==> config.mk <==
export PLATFORM = sky130hd
export DESIGN_NAME = usb_bulk_rx_ctrl
export DESIGN_NICKNAME = d
export VERILOG_FILES = /design/src/rtl/usb_bulk_rx_pkg.sv /design/src/rtl/usb_bulk_rx_capture.sv /design/src/rtl/usb_bulk_rx_slots.sv /design/src/rtl/usb_bulk_rx_notify.sv /design/src/rtl/usb_bulk_rx_ctrl.sv
export SDC_FILE = /design/constraint.sdc
export NUM_CORES = 1
export LEC_CHECK = 0
export ABC_AREA = 1
export BUFFER_PORTS_ARGS = -buffer_cell sky130_fd_sc_hd__buf_4
export CAP_MARGIN = 0
export CORE_ASPECT_RATIO = 2
export CORE_MARGIN = 2
export CORE_UTILIZATION = 52
export DETAILED_ROUTE_END_ITERATION = 12
export PLACE_DENSITY = 0.82
export SYNTH_ARGS = -nofsm -noshare
export SYNTH_HDL_FRONTEND = slang
export SYNTH_HIERARCHICAL = 1
export SYNTH_SLANG_ARGS = --single-unit
==> constraint.sdc <==
create_clock -name clk -period 5.93 [get_ports clk]
set_input_delay 1.4825 -clock clk [delete_from_list [all_inputs] [get_ports clk]]
set_output_delay 1.4825 -clock clk [all_outputs]
set_load 0.01 [all_outputs]
==> src/rtl/usb_bulk_rx_pkg.sv <==
package usb_bulk_rx_pkg;

    typedef enum logic [1:0] {
        EVT_ACK = 2'd0,
        EVT_NAK = 2'd1,
        EVT_ERR = 2'd2
    } evt_kind_e;

    typedef struct packed {
        logic      valid;
        evt_kind_e kind;
    } rx_evt_t;

    function automatic int unsigned count_width(input int unsigned max_pkt);
        return $clog2(max_pkt + 1);
    endfunction

    function automatic int unsigned slot_cap(input logic dbuf, input int unsigned slots);
        return dbuf ? slots : 1;
    endfunction

endpackage

==> src/rtl/usb_bulk_rx_capture.sv <==
module usb_bulk_rx_capture
    import usb_bulk_rx_pkg::*;
#(
    parameter int unsigned MAX_PKT = 512,
    parameter int unsigned CNT_W   = 10
) (
    input  logic             clk,
    input  logic             rst,
    input  logic             rx_start,
    input  logic             rx_byte,
    input  logic             rx_end,
    input  logic             rx_bad,
    input  logic             has_room,
    output rx_evt_t          evt_o,
    output logic [CNT_W-1:0] evt_cnt_o
);

    logic             busy_q;
    logic             accept_q;
    logic             ovf_q;
    logic [CNT_W-1:0] cnt_q;

    always_ff @(posedge clk) begin
        if (rst) begin
            busy_q    <= 1'b0;
            accept_q  <= 1'b0;
            ovf_q     <= 1'b0;
            cnt_q     <= '0;
            evt_o     <= '{valid: 1'b0, kind: EVT_ACK};
            evt_cnt_o <= '0;
        end else begin
            evt_o.valid <= 1'b0;
            if (rx_start) begin
                busy_q   <= 1'b1;
                accept_q <= has_room;
                ovf_q    <= 1'b0;
                cnt_q    <= '0;
            end else if (busy_q && rx_end) begin
                busy_q      <= 1'b0;
                evt_o.valid <= 1'b1;
                if (rx_bad || ovf_q)
                    evt_o.kind <= EVT_ERR;
                else if (accept_q)
                    evt_o.kind <= EVT_ACK;
                else
                    evt_o.kind <= EVT_NAK;
                evt_cnt_o <= cnt_q;
            end else if (busy_q && rx_byte) begin
                if (cnt_q == CNT_W'(MAX_PKT))
                    ovf_q <= 1'b1;
                else
                    cnt_q <= cnt_q + 1'b1;
            end
        end
    end

    AST_END_GIVES_EVT: assert property (@(posedge clk) disable iff (rst)
        (busy_q && rx_end && !rx_start) |=> evt_o.valid);
    AST_EVT_SINGLE: assert property (@(posedge clk) disable iff (rst)
        evt_o.valid |=> !evt_o.valid);
    AST_BAD_IS_ERR: assert property (@(posedge clk) disable iff (rst)
        (busy_q && rx_end && rx_bad && !rx_start) |=> (evt_o.kind == EVT_ERR));

endmodule

==> src/rtl/usb_bulk_rx_slots.sv <==
module usb_bulk_rx_slots
    import usb_bulk_rx_pkg::*;
#(
    parameter int unsigned NUM_SLOTS = 2,
    parameter int unsigned CNT_W     = 10
) (
    input  logic             clk,
    input  logic             rst,
    input  logic             dbuf_en,
    input  logic             commit,
    input  logic [CNT_W-1:0] commit_cnt,
    input  logic             release_req,
    output logic             has_room,
    output logic             held_any,
    output logic [CNT_W-1:0] head_cnt
);

    localparam int unsigned PTR_W = (NUM_SLOTS > 1) ? $clog2(NUM_SLOTS) : 1;
    localparam int unsigned OCC_W = $clog2(NUM_SLOTS + 1);

    logic [CNT_W-1:0] slot_cnt [NUM_SLOTS];
    logic [PTR_W-1:0] wr_ptr;
    logic [PTR_W-1:0] rd_ptr;
    logic [OCC_W-1:0] occ;
    logic             pop;
    logic             push;
    logic [OCC_W:0]   cap;
    logic [OCC_W:0]   demand;

    assign pop      = release_req && (occ != '0);
    assign push     = commit && ((occ < OCC_W'(NUM_SLOTS)) || pop);
    assign held_any = (occ != '0);
    assign head_cnt = slot_cnt[rd_ptr];
    assign cap      = (OCC_W+1)'(slot_cap(dbuf_en, NUM_SLOTS));
    assign demand   = {1'b0, occ} + {{OCC_W{1'b0}}, commit};
    assign has_room = (demand < cap);

    function automatic logic [PTR_W-1:0] ptr_next(input logic [PTR_W-1:0] p);
        return (p == PTR_W'(NUM_SLOTS - 1)) ? '0 : p + 1'b1;
    endfunction

    for (genvar g = 0; g < NUM_SLOTS; g++) begin : g_slot
        always_ff @(posedge clk) begin
            if (rst)
                slot_cnt[g] <= '0;
            else if (push && (wr_ptr == PTR_W'(g)))
                slot_cnt[g] <= commit_cnt;
        end
    end

    always_ff @(posedge clk) begin
        if (rst) begin
            wr_ptr <= '0;
            rd_ptr <= '0;
            occ    <= '0;
        end else begin
            if (push) wr_ptr <= ptr_next(wr_ptr);
            if (pop)  rd_ptr <= ptr_next(rd_ptr);
            case ({push, pop})
                2'b10:   occ <= occ + 1'b1;
                2'b01:   occ <= occ - 1'b1;
                default: occ <= occ;
            endcase
        end
    end

    AST_NO_OVERFLOW: assert property (@(posedge clk) disable iff (rst)
        (commit && !pop) |-> (occ < OCC_W'(NUM_SLOTS)));
    AST_SINGLE_HOLD: assert property (@(posedge clk) disable iff (rst)
        (commit && !pop && !dbuf_en && $stable(dbuf_en)) |-> (occ == '0));
    AST_SWAP_KEEPS_OCC: assert property (@(posedge clk) disable iff (rst)
        (push && pop) |=> $stable(occ));

endmodule

==> src/rtl/usb_bulk_rx_notify.sv <==
module usb_bulk_rx_notify (
    input  logic clk,
    input  logic rst,
    input  logic dma_en,
    input  logic irq_en,
    input  logic held_any,
    input  logic err_evt,
    input  logic err_clr,
    input  logic sw_release,
    input  logic dma_ack,
    output logic release_req,
    output logic err_flag,
    output logic irq,
    output logic dma_req,
    output logic pkt_rdy
);

    always_ff @(posedge clk) begin
        if (rst)
            err_flag <= 1'b0;
        else if (err_evt)
            err_flag <= 1'b1;
        else if (err_clr)
            err_flag <= 1'b0;
    end

    assign release_req = dma_en ? dma_ack : sw_release;
    assign dma_req     = dma_en && held_any;
    assign pkt_rdy     = held_any;
    assign irq         = irq_en && (err_flag || (!dma_en && held_any));

    AST_ERR_SETS: assert property (@(posedge clk) disable iff (rst)
        err_evt |=> err_flag);
    AST_DMA_QUIET: assert property (@(posedge clk) disable iff (rst)
        (dma_en && !err_flag) |-> !irq);
    AST_REQ_DROP_ACK: assert property (@(posedge clk) disable iff (rst)
        (dma_en && $past(dma_en) && $fell(dma_req)) |-> $past(dma_ack));

endmodule

==> src/rtl/usb_bulk_rx_ctrl.sv <==
module usb_bulk_rx_ctrl
    import usb_bulk_rx_pkg::*;
#(
    parameter int unsigned MAX_PKT   = 512,
    parameter int unsigned NUM_SLOTS = 2,
    localparam int unsigned CNT_W    = count_width(MAX_PKT)
) (
    input  logic             clk,
    input  logic             rst,
    input  logic             cfg_dbuf_en,
    input  logic             cfg_dma_en,
    input  logic             cfg_irq_en,
    input  logic             rx_start,
    input  logic             rx_byte,
    input  logic             rx_end,
    input  logic             rx_bad,
    output logic             hs_valid,
    output logic             hs_nak,
    output logic [CNT_W-1:0] rd_count,
    output logic             pkt_rdy,
    input  logic             sw_release,
    output logic             dma_req,
    input  logic             dma_ack,
    output logic             err_flag,
    input  logic             err_clr,
    output logic             irq
);

    rx_evt_t          evt;
    logic [CNT_W-1:0] evt_cnt;
    logic             has_room;
    logic             held_any;
    logic             release_req;
    logic             commit;
    logic             err_evt;

    assign commit   = evt.valid && (evt.kind == EVT_ACK);
    assign err_evt  = evt.valid && (evt.kind == EVT_ERR);
    assign hs_valid = evt.valid && (evt.kind != EVT_ERR);
    assign hs_nak   = evt.valid && (evt.kind == EVT_NAK);

    usb_bulk_rx_capture #(.MAX_PKT(MAX_PKT), .CNT_W(CNT_W)) capture_i (
        .clk       (clk),
        .rst       (rst),
        .rx_start  (rx_start),
        .rx_byte   (rx_byte),
        .rx_end    (rx_end),
        .rx_bad    (rx_bad),
        .has_room  (has_room),
        .evt_o     (evt),
        .evt_cnt_o (evt_cnt)
    );

    usb_bulk_rx_slots #(.NUM_SLOTS(NUM_SLOTS), .CNT_W(CNT_W)) slots_i (
        .clk         (clk),
        .rst         (rst),
        .dbuf_en     (cfg_dbuf_en),
        .commit      (commit),
        .commit_cnt  (evt_cnt),
        .release_req (release_req),
        .has_room    (has_room),
        .held_any    (held_any),
        .head_cnt    (rd_count)
    );

    usb_bulk_rx_notify notify_i (
        .clk         (clk),
        .rst         (rst),
        .dma_en      (cfg_dma_en),
        .irq_en      (cfg_irq_en),
        .held_any    (held_any),
        .err_evt     (err_evt),
        .err_clr     (err_clr),
        .sw_release  (sw_release),
        .dma_ack     (dma_ack),
        .release_req (release_req),
        .err_flag    (err_flag),
        .irq         (irq),
        .dma_req     (dma_req),
        .pkt_rdy     (pkt_rdy)
    );

    AST_BAD_NO_HS: assert property (@(posedge clk) disable iff (rst)
        (rx_end && rx_bad && !rx_start) |=> !hs_nak);
    AST_MASKED: assert property (@(posedge clk) disable iff (rst)
        (!cfg_irq_en && $past(!cfg_irq_en)) |-> !irq);

endmodule

==> results.tsv <==
stage	metric	value	unit
status	status	finished clean	
worst_hold_path	hold crit path type	reg2reg	
synthesis	Mapped Cells	288	
place	DP Wirelength	3270	um
route	router iterations before antenna repair	4	
clock_tree	Setup Fix Bufs, Post-CTS	0	
timing	clk_skew	0.00501	ns
timing	Fin. Hold Viols	0	
place	Port Buf Inserts	27	
final_layout	area grow syn2layout	13.2	%
floorplanning	full die area	5350	um2
timing	Final Max Tran Viols	0	
timing	Slew headroom	0.696	
grt	first-pass GRT wire length	7420	um
route	via count	1876	
clock_tree	CTS tree	yes	
timing	setup violators final	0	
timing	worst slew pin tran	0.455	ns
pwr	maximum vdd drop	0.000162	V
synthesis	list of most frequent post-synthesis cells	56 x nor2_1, 45 x nand2_1, 43 x inv_1, 32 x dfxtp_1, 20 x edfxtp_1	
final_layout	ANT cells	0	
floorplanning	Die H	101	um
synthesis	Yosys warning total	6	
route	WL final	4170	um
floorplanning	I/O pin total	28	
synthesis	EDFF count, synth	20	
timing	Fmax	293	MHz
final_layout	fraction of layout cells with a size suffix above 1	0.195	
timing	Sum Neg Setup Slack	0	ns
setup_path	Crit path required time	4.45	ns
final_layout	register area	1240	um2
final_layout	area of the multi-input gates	1010	um2
timing	Final Critical Period	3.42	ns
clock_tree	hold-fix buffers at CTS	0	
timing	RSZ-0062 raised after global routing	false	
clock_tree	deepest clock path buffer count	2	
final_layout	final net count	335	
floorplanning	die width	52.7	um
floorplanning	core area	4600	um2
setup_path	Setup Crit Path Kind	in2out	
route	Post-DRT Antenna Nets	0	
synthesis	Yosys top cell by area	dfxtp_1	
floorplanning	Initial Utilization	0.537	
synthesis	Synthesized Nets	306	
clock_tree	CTS-repair resized insts	0	
synthesis	Yosys cell types	33	
clock_tree	CTS buffer count	5	
clock_tree	CTS root buf	clkbuf_8	
run	Max Cap Viol	0	
grt	gr usage total	0.181	
synthesis	FF+latch count, synth	52	
clock_tree	latest clock arrival within the worst-skew pair	0.30	ns
setup_path	WP data arrival	1.94	ns
clock_tree	CTS clk-pin slew, worst paths	0.10	ns
final_layout	fill count	409	
setup_path	Startpoint Class	input pin	
grt	initial antenna violation count	0	
place	routability cong.	0.810	
synthesis	Post-Syn Area per Cell	8.57	um2
floorplanning	row cnt	35	
synthesis	sequential fraction of the synthesis area	0.503	
pwr	Cell Pwr Density	230	nW/um2
route	initial detailed-routing violation count	26	
grt	total congestion overflow	0	
setup_path	Critical Path Sink Type	primary output	
route	Via density	5.03	
clock_tree	Clock Sink Count	52	
grt	number of global-route vias before repair	1832	
clock_tree	H-tree depth	2	
route	WL per Instance	11.2	um
setup_path	maximum fanout along the worst path	3	
synthesis	Synth top area share	0.260	
timing	fin crit share	0.576	
synthesis	ys flop type	dfxtp_1	
synthesis	synth top area cells	dfxtp_1 26%, edfxtp_1 24%, nor2_1 8.5%, nand2_1 6.8%, inv_1 6.5%	
timing	Hold Slack	0.459	ns
synthesis	Post-Syn Area	2470	um2
pwr	static leakage	1.15	nW
route	drt drc	0	
grt	largest net degree at the start of global routing	19	
synthesis	FFs w/ async S/R, synth	0	
synthesis	most common cell in the netlist	nor2_1	
[path summary, 6_finish.rpt]
| check | end | startpoint | slack [ns] | depth (start not counted) |
|---|---|---|---|---|
| hold / removal | capture_i/accept_q | capture_i/accept_q | 0.46 | 2 |
| setup / recovery | irq | cfg_dma_en | 2.51 | 5 |
| setup reg to reg | capture_i/accept_q | capture_i/evt_o[1] | 4.19 | 8 |
| hold reg to reg | capture_i/accept_q | capture_i/accept_q | 0.46 | 2 |
[critical path: stages]
cell	delay, ns
buf_4	0.12
inv_2	0.05
nand2_2	0.04
a21oi_2	0.11
buf_4	0.13
[sequential cells by signal, summed over array words and instances (netlist names), 2 cells and up, named ones only]
register             count
capture_i/evt_o          3
capture_i/cnt_q         10
capture_i/evt_cnt_o     10
slots_i/occ              2
slots_i/slot_cnt        20
[metrics by stage]
stage | power (mW) | setup slack (ns) | util | cell area [um2] | instances
global placement | 0.442 | 2.53 | 0.587 | 2700 | 365
finish | 0.642 | 2.51 | 0.608 | 2790 | 373
global route | 0.665 | 2.48 | 0.608 | 2790 | 373
CTS | 0.647 | 2.51 | 0.608 | 2790 | 373
floorplan | 0.425 | 2.73 | - | 2470 | 288
detailed placement | 0.444 | 2.51 | 0.587 | 2700 | 365
[power by group]
part | total, mW | internal [mW] | switching, mW
clock | 0.207 | 0.0861 | 0.121
combinational | 0.0497 | 0.0224 | 0.0273
sequential | 0.386 | 0.380 | 0.00541
[routing by layer]
| metal | GRT usage | wire length [um] | vias to the layer above |
|---|---|---|---|
| met5 | 0 | 0 | - |
| met4 | 0.0730 | 111 | 0 |
| met3 | 0.0324 | 86 | 12 |
| met2 | 0.366 | 2480 | 25 |
| met1 | 0.160 | 1480 | 864 |
| li1 | - | - | 975 |
[logic make-up (layout without fill, tap and decap cells)]
logic type / after synthesis / count (layout) / share of synthesized area
AOI/OAI and AO/OA: 40 / 40 / 0.0908
xor gates and xnor gates: 4 / 4 / 0.0142
adders and majority gates: 6 / 6 / 0.0335
buffers and inverters: 52 / 82 / 0.0887
DFF: 52 / 52 / 0.503
muxes: 10 / 10 / 0.0456
and+or+nand+nor: 124 / 124 / 0.224
[layout make-up]
cell class              count  area share
clock inverters             3     0.00896
multi-input cells         184       0.361
well taps                  55      0.0246
clock buffers               5      0.0246
repair buffers             28      0.0752
inverters                  46      0.0618
flip-flops and latches     52       0.444
[placed cells by master, fill, tap and decap left out]
cell | netlist | layout
clkbuf_8 | 0 | 5
or2_2 | 1 | 1
inv_2 | 3 | 3
nor2_2 | 4 | 4
a21boi_4 | 1 | 1
nor3_1 | 1 | 1
inv_6 | 0 | 2
clkinvlp_4 | 0 | 1
inv_1 | 43 | 43
dfxtp_1 | 32 | 32
nor2_1 | 56 | 56
nand3b_1 | 1 | 1
fa_1 | 1 | 1
mux2_2 | 10 | 10
a22oi_1 | 1 | 1
o21ai_0 | 16 | 16
buf_4 | 2 | 28
nand2_2 | 1 | 1
nor2_4 | 1 | 1
ha_1 | 5 | 5
xor2_1 | 4 | 4
o21ai_1 | 1 | 1
a21oi_1 | 18 | 18
nand3_2 | 2 | 2
edfxtp_1 | 20 | 20
a31oi_1 | 1 | 1
nand3_1 | 6 | 6
a21oi_2 | 1 | 1
nand3b_4 | 1 | 1
nand3_4 | 1 | 1
o21a_1 | 1 | 1
nand4_1 | 4 | 4
nand2_1 | 45 | 45
Note: power is estimated with default switching activity, not from simulation.
